$ cat config.mk
export PLATFORM = sky130hd
export DESIGN_NAME = cfg_dma_engine
export DESIGN_NICKNAME = d
export VERILOG_FILES = /design/src/rtl/cfg_dma_pkg.sv /design/src/rtl/cfg_dma_regs.sv /design/src/rtl/cfg_dma_step.sv /design/src/rtl/cfg_dma_core.sv /design/src/rtl/cfg_dma_engine.sv
export SDC_FILE = /design/constraint.sdc
export NUM_CORES = 2
export LEC_CHECK = 0
export ABC_CLOCK_PERIOD_IN_PS = 17700
export BUFFER_PORTS_ARGS = -buffer_cell sky130_fd_sc_hd__buf_4
export CAP_MARGIN = 20
export CORE_AREA = 5 5 280 282
export DETAILED_ROUTE_END_ITERATION = 16
export DIE_AREA = 0 0 285 287
export PLACE_DENSITY = 0.64
export SLEW_MARGIN = 15
export SYNTH_ARGS = -nofsm -noshare
export SYNTH_HDL_FRONTEND = slang
export SYNTH_HIERARCHICAL = 1
export SYNTH_SLANG_ARGS = --single-unit
$ cat constraint.sdc
create_clock -name clk -period 17.7 [get_ports clk]
set_input_delay 2.655 -clock clk [delete_from_list [all_inputs] [get_ports clk]]
set_output_delay 2.655 -clock clk [all_outputs]
set_load 0.02 [all_outputs]
$ cat src/rtl/cfg_dma_pkg.sv
package cfg_dma_pkg;
  localparam int ADDR_W = 64;
  localparam int LEN_W  = 32;
  localparam int KEY_W  = 16;
  localparam int BYTE_W = 8;
  localparam int DESC_BYTES = 16;
  localparam int CNT_W  = $clog2(DESC_BYTES);
  localparam int DESC_W = DESC_BYTES * BYTE_W;
  localparam int CTL_OFS = 12;
  localparam logic [63:0] SIGNATURE = 64'h5145_4D55_2043_4647;

  localparam int BIT_ERR  = 0;
  localparam int BIT_RD   = 1;
  localparam int BIT_SKIP = 2;
  localparam int BIT_SEL  = 3;
  localparam int BIT_WR   = 4;

  typedef enum logic [1:0] {MD_NONE, MD_READ, MD_WRITE, MD_SKIP} mode_t;

  typedef enum logic [2:0] {
    ST_IDLE, ST_FREQ, ST_FRSP, ST_DEC, ST_MREQ, ST_MRSP, ST_WREQ, ST_WRSP
  } state_t;
endpackage

$ cat src/rtl/cfg_dma_regs.sv
module cfg_dma_regs
  import cfg_dma_pkg::*;
(
  input  logic              clk,
  input  logic              rst_n,
  input  logic              reg_wr,
  input  logic [2:0]        reg_off,
  input  logic [3:0]        reg_size,
  input  logic [63:0]       reg_wdata,
  input  logic              busy,
  output logic              start,
  output logic [ADDR_W-1:0] start_addr,
  output logic [63:0]       reg_rdata
);
  logic [ADDR_W-1:0] addr_q;
  logic wr_hi, wr_lo, wr_full;

  assign wr_hi   = reg_wr && !busy && reg_size == 4'd4 && reg_off == 3'd0;
  assign wr_lo   = reg_wr && !busy && reg_size == 4'd4 && reg_off == 3'd4;
  assign wr_full = reg_wr && !busy && reg_size == 4'd8 && reg_off == 3'd0;

  assign start      = wr_lo || wr_full;
  assign start_addr = wr_full ? reg_wdata : (addr_q | {32'd0, reg_wdata[31:0]});

  always_ff @(posedge clk) begin
    if (!rst_n)       addr_q <= '0;
    else if (start)   addr_q <= '0;
    else if (wr_hi)   addr_q <= {reg_wdata[31:0], 32'd0};
  end

  // signature slice, big-endian byte order
  always_comb begin
    int unsigned last;
    last = 32'(reg_off) + 32'(reg_size);
    reg_rdata = '0;
    if (reg_size != 4'd0 && last <= 8) begin
      reg_rdata = SIGNATURE >> (8 * (8 - last));
      if (reg_size != 4'd8)
        reg_rdata = reg_rdata & ((64'd1 << (8 * 32'(reg_size))) - 64'd1);
    end
  end

  assert_clear_R2: assert property (@(posedge clk) disable iff (!rst_n)
    start |=> (addr_q == '0));
  assert_busy_hold_R1: assert property (@(posedge clk) disable iff (!rst_n)
    busy |=> $stable(addr_q));
endmodule

$ cat src/rtl/cfg_dma_step.sv
module cfg_dma_step
  import cfg_dma_pkg::*;
(
  input  logic             present,
  input  logic [LEN_W-1:0] len,
  input  logic [LEN_W-1:0] off,
  input  logic [LEN_W-1:0] rem,
  output logic             exhausted,
  output logic [LEN_W-1:0] avail,
  output logic [LEN_W-1:0] chunk
);
  assign exhausted = !present || (off >= len);
  assign avail     = exhausted ? '0 : (len - off);
  assign chunk     = (rem < avail) ? rem : avail;
endmodule

$ cat src/rtl/cfg_dma_core.sv
module cfg_dma_core
  import cfg_dma_pkg::*;
(
  input  logic              clk,
  input  logic              rst_n,
  input  logic              start,
  input  logic [ADDR_W-1:0] start_addr,
  output logic              busy,
  output logic              mem_req_valid,
  input  logic              mem_req_ready,
  output logic              mem_req_we,
  output logic [ADDR_W-1:0] mem_req_addr,
  output logic [BYTE_W-1:0] mem_req_wdata,
  input  logic              mem_rsp_valid,
  input  logic              mem_rsp_err,
  input  logic [BYTE_W-1:0] mem_rsp_rdata,
  output logic              item_sel,
  output logic [KEY_W-1:0]  item_key,
  output logic [LEN_W-1:0]  item_off,
  input  logic              item_present,
  input  logic [LEN_W-1:0]  item_len,
  input  logic              item_writable,
  input  logic [BYTE_W-1:0] item_rdata,
  output logic              item_wr,
  output logic [BYTE_W-1:0] item_wdata
);
  state_t st_q;
  mode_t  mode_q;
  logic [ADDR_W-1:0] base_q, maddr_q;
  logic [DESC_W-BYTE_W-1:0] desc_q;
  logic [DESC_W-1:0] nd;
  logic [31:0] ctl;
  logic [LEN_W-1:0] rem_q, off_q;
  logic [KEY_W-1:0] key_q;
  logic [CNT_W-1:0] cnt_q;
  logic err_q, sel_q;
  logic exhausted;
  logic [LEN_W-1:0] avail, chunk;

  cfg_dma_step u_step (
    .present(item_present), .len(item_len), .off(off_q), .rem(rem_q),
    .exhausted(exhausted), .avail(avail), .chunk(chunk)
  );

  assign nd  = {desc_q, mem_rsp_rdata};
  assign ctl = nd[31:0];

  assign busy      = (st_q != ST_IDLE);
  assign item_sel  = sel_q;
  assign item_key  = key_q;
  assign item_off  = off_q;
  assign item_wr   = (st_q == ST_MRSP) && mem_rsp_valid && !mem_rsp_err && (mode_q == MD_WRITE);
  assign item_wdata = mem_rsp_rdata;

  always_comb begin
    mem_req_valid = 1'b0;
    mem_req_we    = 1'b0;
    mem_req_addr  = '0;
    mem_req_wdata = '0;
    case (st_q)
      ST_FREQ: begin
        mem_req_valid = 1'b1;
        mem_req_addr  = base_q + ADDR_W'(cnt_q);
      end
      ST_MREQ: begin
        mem_req_valid = 1'b1;
        mem_req_we    = (mode_q == MD_READ);
        mem_req_addr  = maddr_q;
        mem_req_wdata = exhausted ? '0 : item_rdata;
      end
      ST_WREQ: begin
        mem_req_valid = 1'b1;
        mem_req_we    = 1'b1;
        mem_req_addr  = base_q + ADDR_W'(CTL_OFS) + ADDR_W'(cnt_q);
        mem_req_wdata = (cnt_q == CNT_W'(3)) ? {7'd0, err_q} : '0;
      end
      default: ;
    endcase
  end

  always_ff @(posedge clk) begin
    if (!rst_n) begin
      st_q <= ST_IDLE; mode_q <= MD_NONE; base_q <= '0; maddr_q <= '0;
      desc_q <= '0; rem_q <= '0; off_q <= '0; key_q <= '0; cnt_q <= '0;
      err_q <= 1'b0; sel_q <= 1'b0;
    end else begin
      sel_q <= 1'b0;
      case (st_q)
        ST_IDLE: if (start) begin
          base_q <= start_addr; cnt_q <= '0; err_q <= 1'b0; st_q <= ST_FREQ;
        end
        ST_FREQ: if (mem_req_ready) st_q <= ST_FRSP;
        ST_FRSP: if (mem_rsp_valid) begin
          if (mem_rsp_err) begin
            err_q <= 1'b1; cnt_q <= '0; st_q <= ST_WREQ;
          end else if (cnt_q == CNT_W'(DESC_BYTES - 1)) begin
            maddr_q <= nd[127:64];
            if (ctl[BIT_SEL]) begin
              key_q <= ctl[31:16]; off_q <= '0; sel_q <= 1'b1;
            end
            if (ctl[BIT_RD])        begin mode_q <= MD_READ;  rem_q <= nd[63:32]; end
            else if (ctl[BIT_WR])   begin mode_q <= MD_WRITE; rem_q <= nd[63:32]; end
            else if (ctl[BIT_SKIP]) begin mode_q <= MD_SKIP;  rem_q <= nd[63:32]; end
            else                    begin mode_q <= MD_NONE;  rem_q <= '0; end
            st_q <= ST_DEC;
          end else begin
            desc_q <= nd[DESC_W-BYTE_W-1:0];
            cnt_q  <= cnt_q + 1'b1;
            st_q   <= ST_FREQ;
          end
          if (!mem_rsp_err) desc_q <= nd[DESC_W-BYTE_W-1:0];
        end
        ST_DEC: begin
          if (err_q || rem_q == '0) begin
            cnt_q <= '0; st_q <= ST_WREQ;
          end else begin
            case (mode_q)
              MD_SKIP: begin
                if (exhausted) rem_q <= '0;
                else begin
                  off_q   <= off_q + chunk;
                  maddr_q <= maddr_q + ADDR_W'(chunk);
                  rem_q   <= rem_q - chunk;
                end
              end
              MD_WRITE: begin
                if (!item_writable || exhausted || rem_q > avail) err_q <= 1'b1;
                else st_q <= ST_MREQ;
              end
              default: st_q <= ST_MREQ;
            endcase
          end
        end
        ST_MREQ: if (mem_req_ready) st_q <= ST_MRSP;
        ST_MRSP: if (mem_rsp_valid) begin
          if (mem_rsp_err) err_q <= 1'b1;
          else begin
            maddr_q <= maddr_q + 1'b1;
            rem_q   <= rem_q - 1'b1;
            if (!exhausted) off_q <= off_q + 1'b1;
          end
          st_q <= ST_DEC;
        end
        ST_WREQ: if (mem_req_ready) st_q <= ST_WRSP;
        ST_WRSP: if (mem_rsp_valid) begin
          if (cnt_q == CNT_W'(3)) st_q <= ST_IDLE;
          else begin cnt_q <= cnt_q + 1'b1; st_q <= ST_WREQ; end
        end
        default: st_q <= ST_IDLE;
      endcase
    end
  end

  assert_req_hold_R12: assert property (@(posedge clk) disable iff (!rst_n)
    (mem_req_valid && !mem_req_ready) |=>
      (mem_req_valid && $stable(mem_req_addr) && $stable(mem_req_we) && $stable(mem_req_wdata)));
  assert_idle_quiet_R13: assert property (@(posedge clk) disable iff (!rst_n)
    !busy |-> (!mem_req_valid && !item_wr));
  assert_busy_start_R13: assert property (@(posedge clk) disable iff (!rst_n)
    $rose(busy) |-> $past(start));
  assert_item_wr_ok_R9: assert property (@(posedge clk) disable iff (!rst_n)
    item_wr |-> (item_writable && item_present));
  assert_sel_off_R5: assert property (@(posedge clk) disable iff (!rst_n)
    item_sel |-> (item_off == '0));
endmodule

$ cat src/rtl/cfg_dma_engine.sv
module cfg_dma_engine
  import cfg_dma_pkg::*;
(
  input  logic              clk,
  input  logic              rst_n,
  input  logic              reg_wr,
  input  logic [2:0]        reg_off,
  input  logic [3:0]        reg_size,
  input  logic [63:0]       reg_wdata,
  output logic [63:0]       reg_rdata,
  output logic              busy,
  output logic              mem_req_valid,
  input  logic              mem_req_ready,
  output logic              mem_req_we,
  output logic [ADDR_W-1:0] mem_req_addr,
  output logic [BYTE_W-1:0] mem_req_wdata,
  input  logic              mem_rsp_valid,
  input  logic              mem_rsp_err,
  input  logic [BYTE_W-1:0] mem_rsp_rdata,
  output logic              item_sel,
  output logic [KEY_W-1:0]  item_key,
  output logic [LEN_W-1:0]  item_off,
  input  logic              item_present,
  input  logic [LEN_W-1:0]  item_len,
  input  logic              item_writable,
  input  logic [BYTE_W-1:0] item_rdata,
  output logic              item_wr,
  output logic [BYTE_W-1:0] item_wdata
);
  logic start;
  logic [ADDR_W-1:0] start_addr;

  cfg_dma_regs u_regs (
    .clk(clk), .rst_n(rst_n), .reg_wr(reg_wr), .reg_off(reg_off),
    .reg_size(reg_size), .reg_wdata(reg_wdata), .busy(busy),
    .start(start), .start_addr(start_addr), .reg_rdata(reg_rdata)
  );

  cfg_dma_core u_core (
    .clk(clk), .rst_n(rst_n), .start(start), .start_addr(start_addr), .busy(busy),
    .mem_req_valid(mem_req_valid), .mem_req_ready(mem_req_ready),
    .mem_req_we(mem_req_we), .mem_req_addr(mem_req_addr),
    .mem_req_wdata(mem_req_wdata), .mem_rsp_valid(mem_rsp_valid),
    .mem_rsp_err(mem_rsp_err), .mem_rsp_rdata(mem_rsp_rdata),
    .item_sel(item_sel), .item_key(item_key), .item_off(item_off),
    .item_present(item_present), .item_len(item_len),
    .item_writable(item_writable), .item_rdata(item_rdata),
    .item_wr(item_wr), .item_wdata(item_wdata)
  );
endmodule

# [Word level (Yosys, flattened, before mapping)]
# Cells that the tools add are included.
[totals] mem_bits_rw=0 word_cells=196 ff_bits=371 latch_bits=0 romBits=0 mem_count=0
[classes] add_sub_neg=14 n_mux=76 n_shift=2 n_mul=0 n_bitwise=7 div_mod_pow=0 magnitude_cmp=4 reduce_logical=41 eq_ne=40
[ops] operator="32-bit 2-to-1 mux" n=23
[ops] operator="64-bit 2-to-1 mux" n=11
[ops] operator="64-bit one-hot mux with 3 select lines" n=2
[ops] operator="32-bit one-hot mux with 3 select lines" n=2
[ops] operator="64-bit by 4-bit adder with 64-bit output" n=2
[ops] operator="64-bit by 1-bit adder with 64-bit output, second input constant" n=1
[ops] operator="64-bit by 32-bit adder with 64-bit output" n=1
[ops] operator="64-bit by 4-bit adder with 64-bit output, second input constant" n=1
[ops] operator="64-bit bitwise AND" n=1
[ops] operator="64-bit by 32-bit bitwise OR with 64-bit output" n=1
[ops] operator="1-bit by 7-bit left shift with 64-bit output, first input constant" n=1
[ops] operator="63-bit by 32-bit >> shifter with 64-bit output, first input constant" n=1
[ops] operator="32-bit subtractor" n=2
[ops] operator="64-bit by 1-bit subtractor with 64-bit output, second input constant" n=1
[ops] operator="3-bit 2-to-1 mux" n=11
[ops] operator="32-bit by 1-bit adder with 32-bit output, second input constant" n=1
[ops] operator="32-bit adder" n=1
[ops] operator="32-bit greater-or-equal comparator" n=1
[ops] operator="32-bit > comparator" n=1
[ops] operator="32-bit by 4-bit less-or-equal comparator with 1-bit output, second input constant" n=1
[ops] operator="32-bit logical NOT" n=1
[ops] operator="32-bit < comparator" n=1
[ops] operator="32-bit by 1-bit subtractor with 32-bit output, second input constant" n=1
[ops] operator="2-bit inequality test, second input constant" n=15
[ops] operator="other kinds (43)" n=100

# [Longest topological paths before layout]
[depth] depth_word=10 depth_mapped=40 ltp_nobuf=36

# [Cells and area by module]
# Netlist, hierarchy kept.
[by_module_without_submodules] module="cfg_dma_core" seq_area_each_um2=6786.5 n_inst=1 area_per_inst_um2=23670.2 cells_each=3290
[by_module_without_submodules] module="cfg_dma_step" seq_area_each_um2=0.0 n_inst=1 area_per_inst_um2=3368.2 cells_each=505
[by_module_without_submodules] module="cfg_dma_regs" seq_area_each_um2=640.6 n_inst=1 area_per_inst_um2=2976.6 cells_each=402

# [Worst setup path before layout]
# No wires, ideal clock.
[synth_path] kind="input to register" start="input port item_len[4]" end="register u_core.off_q[30] (netlist: u_core/item_off[30])" t_arrival_ps=9595 path_stages=32 path_buffers=1 slack_ps=8018 required_time_ps=17613 path_cell_list="ha_1 > a21o_1 > a31oi_1 > a21o_1 > a211oi_1 > o21ai_1 > a21oi_1 > o2111a_1 > o21a_1 > or3_1 > ha_1 > nand4_1 > or2_1 > nor4_1 > nand2_1 > nor4_1 > o41ai_4 > and2_1 > buf_6 > mux2_1 > nand2b_1 > ha_1 > fa_1 > a211oi_1 > o211ai_1 > a32oi_1 > o21ai_0 > a221o_1 > a21bo_2 > o2111a_1 > o21a_1 > o31ai_1"
[synth_between] elab_chain_cells=10
[synth_lines] item="start, declared" line_no="cfg_dma_engine.sv:24" rtl="input logic [LEN_W-1:0] item_len,"
[synth_lines] item="32-bit greater-or-equal comparator" line_no="cfg_dma_step.sv:12" rtl="assign exhausted = !present || (off >= len);"
[synth_lines] item="1-bit logical OR" line_no="cfg_dma_step.sv:12"
[synth_lines] item="32-bit 2-to-1 mux *" line_no="cfg_dma_step.sv:13" rtl="assign avail = exhausted ? '0 : (len - off);"
[synth_lines] item="32-bit < comparator" line_no="cfg_dma_step.sv:14" rtl="assign chunk = (rem < avail) ? rem : avail;"
[synth_lines] item="32-bit 2-to-1 mux *" line_no="cfg_dma_step.sv:14"
[synth_lines] item="net u_core.chunk[0]" line_no="cfg_dma_core.sv:38" rtl="logic [LEN_W-1:0] avail, chunk;"
[synth_lines] item="32-bit adder *" line_no="cfg_dma_core.sv:121" rtl="off_q <= off_q + chunk;"
[synth_lines] item="32-bit 2-to-1 mux *" line_no="cfg_dma_core.sv:119" rtl="if (exhausted) rem_q <= '0;"
[synth_lines] item="32-bit 2-to-1 mux *" line_no="cfg_dma_core.sv:117" rtl="case (mode_q)"
[synth_lines] item="32-bit 2-to-1 mux *" line_no="cfg_dma_core.sv:114" rtl="if (err_q || rem_q == '0) begin"
[synth_lines] item="32-bit one-hot mux with 3 select lines *" line_no="cfg_dma_core.sv:88" rtl="case (st_q)"
[synth_lines] item="end signal, assigned" line_no="cfg_dma_core.sv:121"
[synth_lines] item="end signal, assigned" line_no="cfg_dma_core.sv:140" rtl="if (!exhausted) off_q <= off_q + 1'b1;"
[synth_lines] item="end, declared" line_no="cfg_dma_core.sv:33" rtl="logic [LEN_W-1:0] rem_q, off_q;"
# Mark *: on every way through the listed nets, which the timed path passes. The rest lies on a longest branch. The select of a mux whose other input is x is not followed.
# A chain may end at the register's enable or synchronous reset.

# [Worst setup path in the final report]
[layout_path] start="input port item_len[0]" end="register u_core.maddr_q[42]"
[layout_between] elab_chain_cells=10
[layout_lines] item="32-bit greater-or-equal comparator *" line_no="cfg_dma_step.sv:12"
[layout_lines] item="1-bit logical OR *" line_no="cfg_dma_step.sv:12"
[layout_lines] item="net u_core.exhausted" line_no="cfg_dma_core.sv:37" rtl="logic exhausted;"
[layout_lines] item="32-bit 2-to-1 mux *" line_no="cfg_dma_step.sv:13"
[layout_lines] item="32-bit < comparator" line_no="cfg_dma_step.sv:14"
[layout_lines] item="32-bit 2-to-1 mux *" line_no="cfg_dma_step.sv:14"
[layout_lines] item="net u_core.chunk[0]" line_no="cfg_dma_core.sv:38"
[layout_lines] item="64-bit by 32-bit adder with 64-bit output *" line_no="cfg_dma_core.sv:122" rtl="maddr_q <= maddr_q + ADDR_W'(chunk);"
[layout_lines] item="64-bit 2-to-1 mux *" line_no="cfg_dma_core.sv:119"
[layout_lines] item="64-bit 2-to-1 mux *" line_no="cfg_dma_core.sv:117"
[layout_lines] item="64-bit 2-to-1 mux *" line_no="cfg_dma_core.sv:114"
[layout_lines] item="64-bit one-hot mux with 3 select lines *" line_no="cfg_dma_core.sv:88"
[layout_lines] item="end signal, assigned" line_no="cfg_dma_core.sv:97" rtl="maddr_q <= nd[127:64];"
[layout_lines] item="end signal, assigned" line_no="cfg_dma_core.sv:122"
[layout_lines] item="end signal, assigned" line_no="cfg_dma_core.sv:138" rtl="maddr_q <= maddr_q + 1'b1;"
[layout_lines] item="end, declared" line_no="cfg_dma_core.sv:29" rtl="logic [ADDR_W-1:0] base_q, maddr_q;"
# Marked as above.

==> qor.yml <==
worst_setup_path:
  cp-end-kind: "flop"
  cp_data_required_time_ns: 18.14
  cpPeakStageDelay_ns: 0.57
  cp_max_fo: 39
  worst_ep_arrival_time_ns: 11.56
  worstSetupStartpointType: "input port"
  critical-path-slowest-cell: "nor3_1"
  critPathKind: "in -> reg"
finish:
  stdcell_count: 5299
  num-nets-final: 4629
  final_common_cell: "nand2_1"
  drive_above_1_share_pct: 12.01
  layout_common_cells: "nand2_1, a21oi_1, dfxtp_1, buf_4, nor2_1"
  area_growth_syn_to_layout_pct: 12.85
synth:
  synthTopCellsByArea: "dfxtp_1, nand2_1, ha_1"
  yosys.area_share.simple_pct: 24.66
  synth_edf_count: 0
  synthXorXnorAreaFrac_pct: 5.669
  yosysTopAreaCell: "dfxtp_1"
  synth-adder-area-share_pct: 9.121
  synth_top_family_by_area: "compound AO/OA/AOI/OAI gates"
  synthesis.area_sq_mm: 0.03002
  synth_flop_cell: "dfxtp_1"
  ys_warn_count: 6
  yosysUniqueCellTypes: 110
  ys_seq_area_share_pct: 24.74
  synthMuxAreaShare_pct: 2.118
  synth-compound-area-share_pct: 26.15
  avgSynthCellArea_sq_um: 7.152
  synth-async-reset-ratio_pct: 0
  syn-instance-count: 4197
  synth_seq_cells: 371
  yosys.area.top_type_share_pct: 24.74
clocking:
  clock_path_buffers: 3
  cts_hold_buf: 0
  clock-sinks: 371
  clk-insertion-delay-late_ns: 0.61
  htreeDepth: 2
  cts_tree: "built"
  clk_pin_slew_ns: 0.06
  clock-root-buffer: "clkbuf_16"
  cts_made_buffers: 42
  post_cts_buffers: 0
  cts-resized-gates: 0
floorplan:
  die-area_sq_mm: 0.08180
  coreArea_sq_mm: 0.07544
  initial_utilization_pct: 39.78
  die_h_um: 287
  row_count: 101
  io_pins: 324
  die_w_um: 285
placed_design:
  dp_hpwl_um: 85460
  dp.cells: 5221
  portBuffers: 303
  gp_congestion: 0.9997
sta:
  setup_viol: 0
  relSlewSlack_pct: 30.20
  timing.fmax_mhz: 89.94
  tightestPinTransition_ns: 1.037
  drv_slew: 0
  min_period_over_period_pct: 62.82
  final_hold_viol_count: 0
  finalClockSkew_ns: 0.05866
  rsz0062_at_grt: "false"
  min_period_ns: 11.12
  setup-tns-final_ns: 0
power_and_ir_drop:
  power_frac_comb_pct: 11.4
  vdd_drop_max_mv: 0.05746
  power.internal_mw: 1.467
  switchingPower_uw: 529.4
  switching_share_pct: 26.52
  power_mw: 1.996
  leakage_nw: 13.32
  seqPwrFrac_pct: 41.9
  power.density_mw_per_mm2: 58.93
  power_frac_clock_pct: 46.7
global_route:
  grt_util_all_layers_pct: 25.82
  antenna_found_initial: 1
  grt_pass1_vias: 28601
  grt_first_pass_wirelength_um: 170500
  grt_max_degree: 99
  grt.overflow.total: 0
routing:
  vias: 31307
  drt-vias-per-instance: 5.908
  wl_per_cell_um: 21.15
  drt_wl_total_um: 112000
  firstDrtPassIters: 6
  drt_iter0_markers: 3115
  drcViolationCount: 0
  ant_nets: 0
status:
  outcome: "finished clean"
job:
  maxCapViolCount: 0
hold_path:
  worstHoldPathType: "reg -> reg"
[final cells by class]
type                    count  area (sq um)
fillers                  7710         41570
clock buffers              63          1250
well taps                 978          1224
multi-input cells        3338         20460
repair buffers            343          2572
diodes                      1         2.502
inverters                 192         730.7
clock inverters            13         210.2
flip-flops and latches    371          7427
[through the flow]
| stage | area [sq um] | util [%] | worst slack, ns | hold slack (ns) |
|---|---|---|---|---|
| 2_1_floorplan | 30090 | - | 8.018 | 0.4314 |
| 3_3_place_gp | 32400 | 42.94 | 6.340 | 0.4393 |
| 3_5_place_dp | 32400 | 42.95 | 6.119 | 0.4463 |
| 4_1_cts | 33860 | 44.88 | 6.749 | 0.4538 |
| 5_1_grt | 33870 | 44.89 | 5.969 | 0.4678 |
| 6_report | 33870 | 44.90 | 6.582 | 0.4530 |
[kinds of logic (layout without fill, tap and decap cells)]
| family | Yosys count | count (layout) |
|---|---|---|
| DFF | 371 | 371 |
| other | 1 | 21 |
| muxes | 55 | 55 |
| adders and majority gates | 214 | 214 |
| AOI/OAI and AO/OA | 1220 | 1220 |
| xor gates and xnor gates | 190 | 190 |
| and+or+nand+nor | 1639 | 1639 |
| buffers and inverters | 507 | 611 |
[metal layers]
| layer | GRT usage [%] | up-vias | wire length, um |
|---|---|---|---|
| li1 | - | 15068 | - |
| met1 | 36.66 | 14628 | 49640 |
| met2 | 40.61 | 1456 | 48880 |
| met3 | 4.496 | 155 | 10460 |
| met4 | 6.831 | 0 | 3074 |
| met5 | 0 | - | 0 |
[Yosys cell counts (all sizes together) (22+ instances only)]
cell	number
a211oi	62
a21o	95
a21oi	465
a221o	22
a22oi	35
a31oi	31
and2	36
and3	59
buf	111
clkbuf	204
dfxtp	371
ha	206
inv	192
mux2	44
nand2	790
nand2b	26
nand3	108
nand4	72
nor2	312
nor2b	26
nor3	102
nor4	27
o211ai	26
o21a	34
o21ai	215
o221ai	36
xnor2	107
xor2	82
[worst paths after layout]
check	depth (start not counted)	from	slack [ns]	endpoint
setup / recovery	38	item_len[0]	6.58	u_core/maddr_q[42]
hold / removal	2	u_regs/addr_q[39]	0.45	u_regs/addr_q[39]
setup reg to reg	35	u_core/item_off[1]	8.13	u_core/maddr_q[42]
hold reg to reg	2	u_regs/addr_q[39]	0.45	u_regs/addr_q[39]
[flip-flops by register name, summed over array words and instances, names as in the netlist]
register,count
u_core/mode_q,2
u_core/st_q,3
u_core/rem_q,32
u_core/item_key,16
u_core/err_q,1
u_core/item_sel,1
u_core/base_q,64
u_core/maddr_q,64
u_core/desc_q,120
u_core/item_off,32
u_regs/addr_q,32
u_core/cnt_q,4
[power by group through the flow]
stage               Clock (mW)  Sequential [mW]  Combinational [mW]
floorplan                    0            0.854               0.154
global placement             0            0.855               0.225
detailed placement           0            0.855               0.223
CTS                      0.948            0.836               0.225
global route             0.978            0.836               0.247
finish                   0.933            0.836               0.227
[critical path, delay by kind of cell]
kind / cells / cell delay, ns
AOI/OAI and AO/OA: 17 / 4.16
adders and majority gates: 5 / 1.47
buffers and inverters: 6 / 1.05
muxes: 1 / 0.23
and+or+nand+nor: 9 / 1.95
No activity file was read; power rests on OpenSTA's default activity.
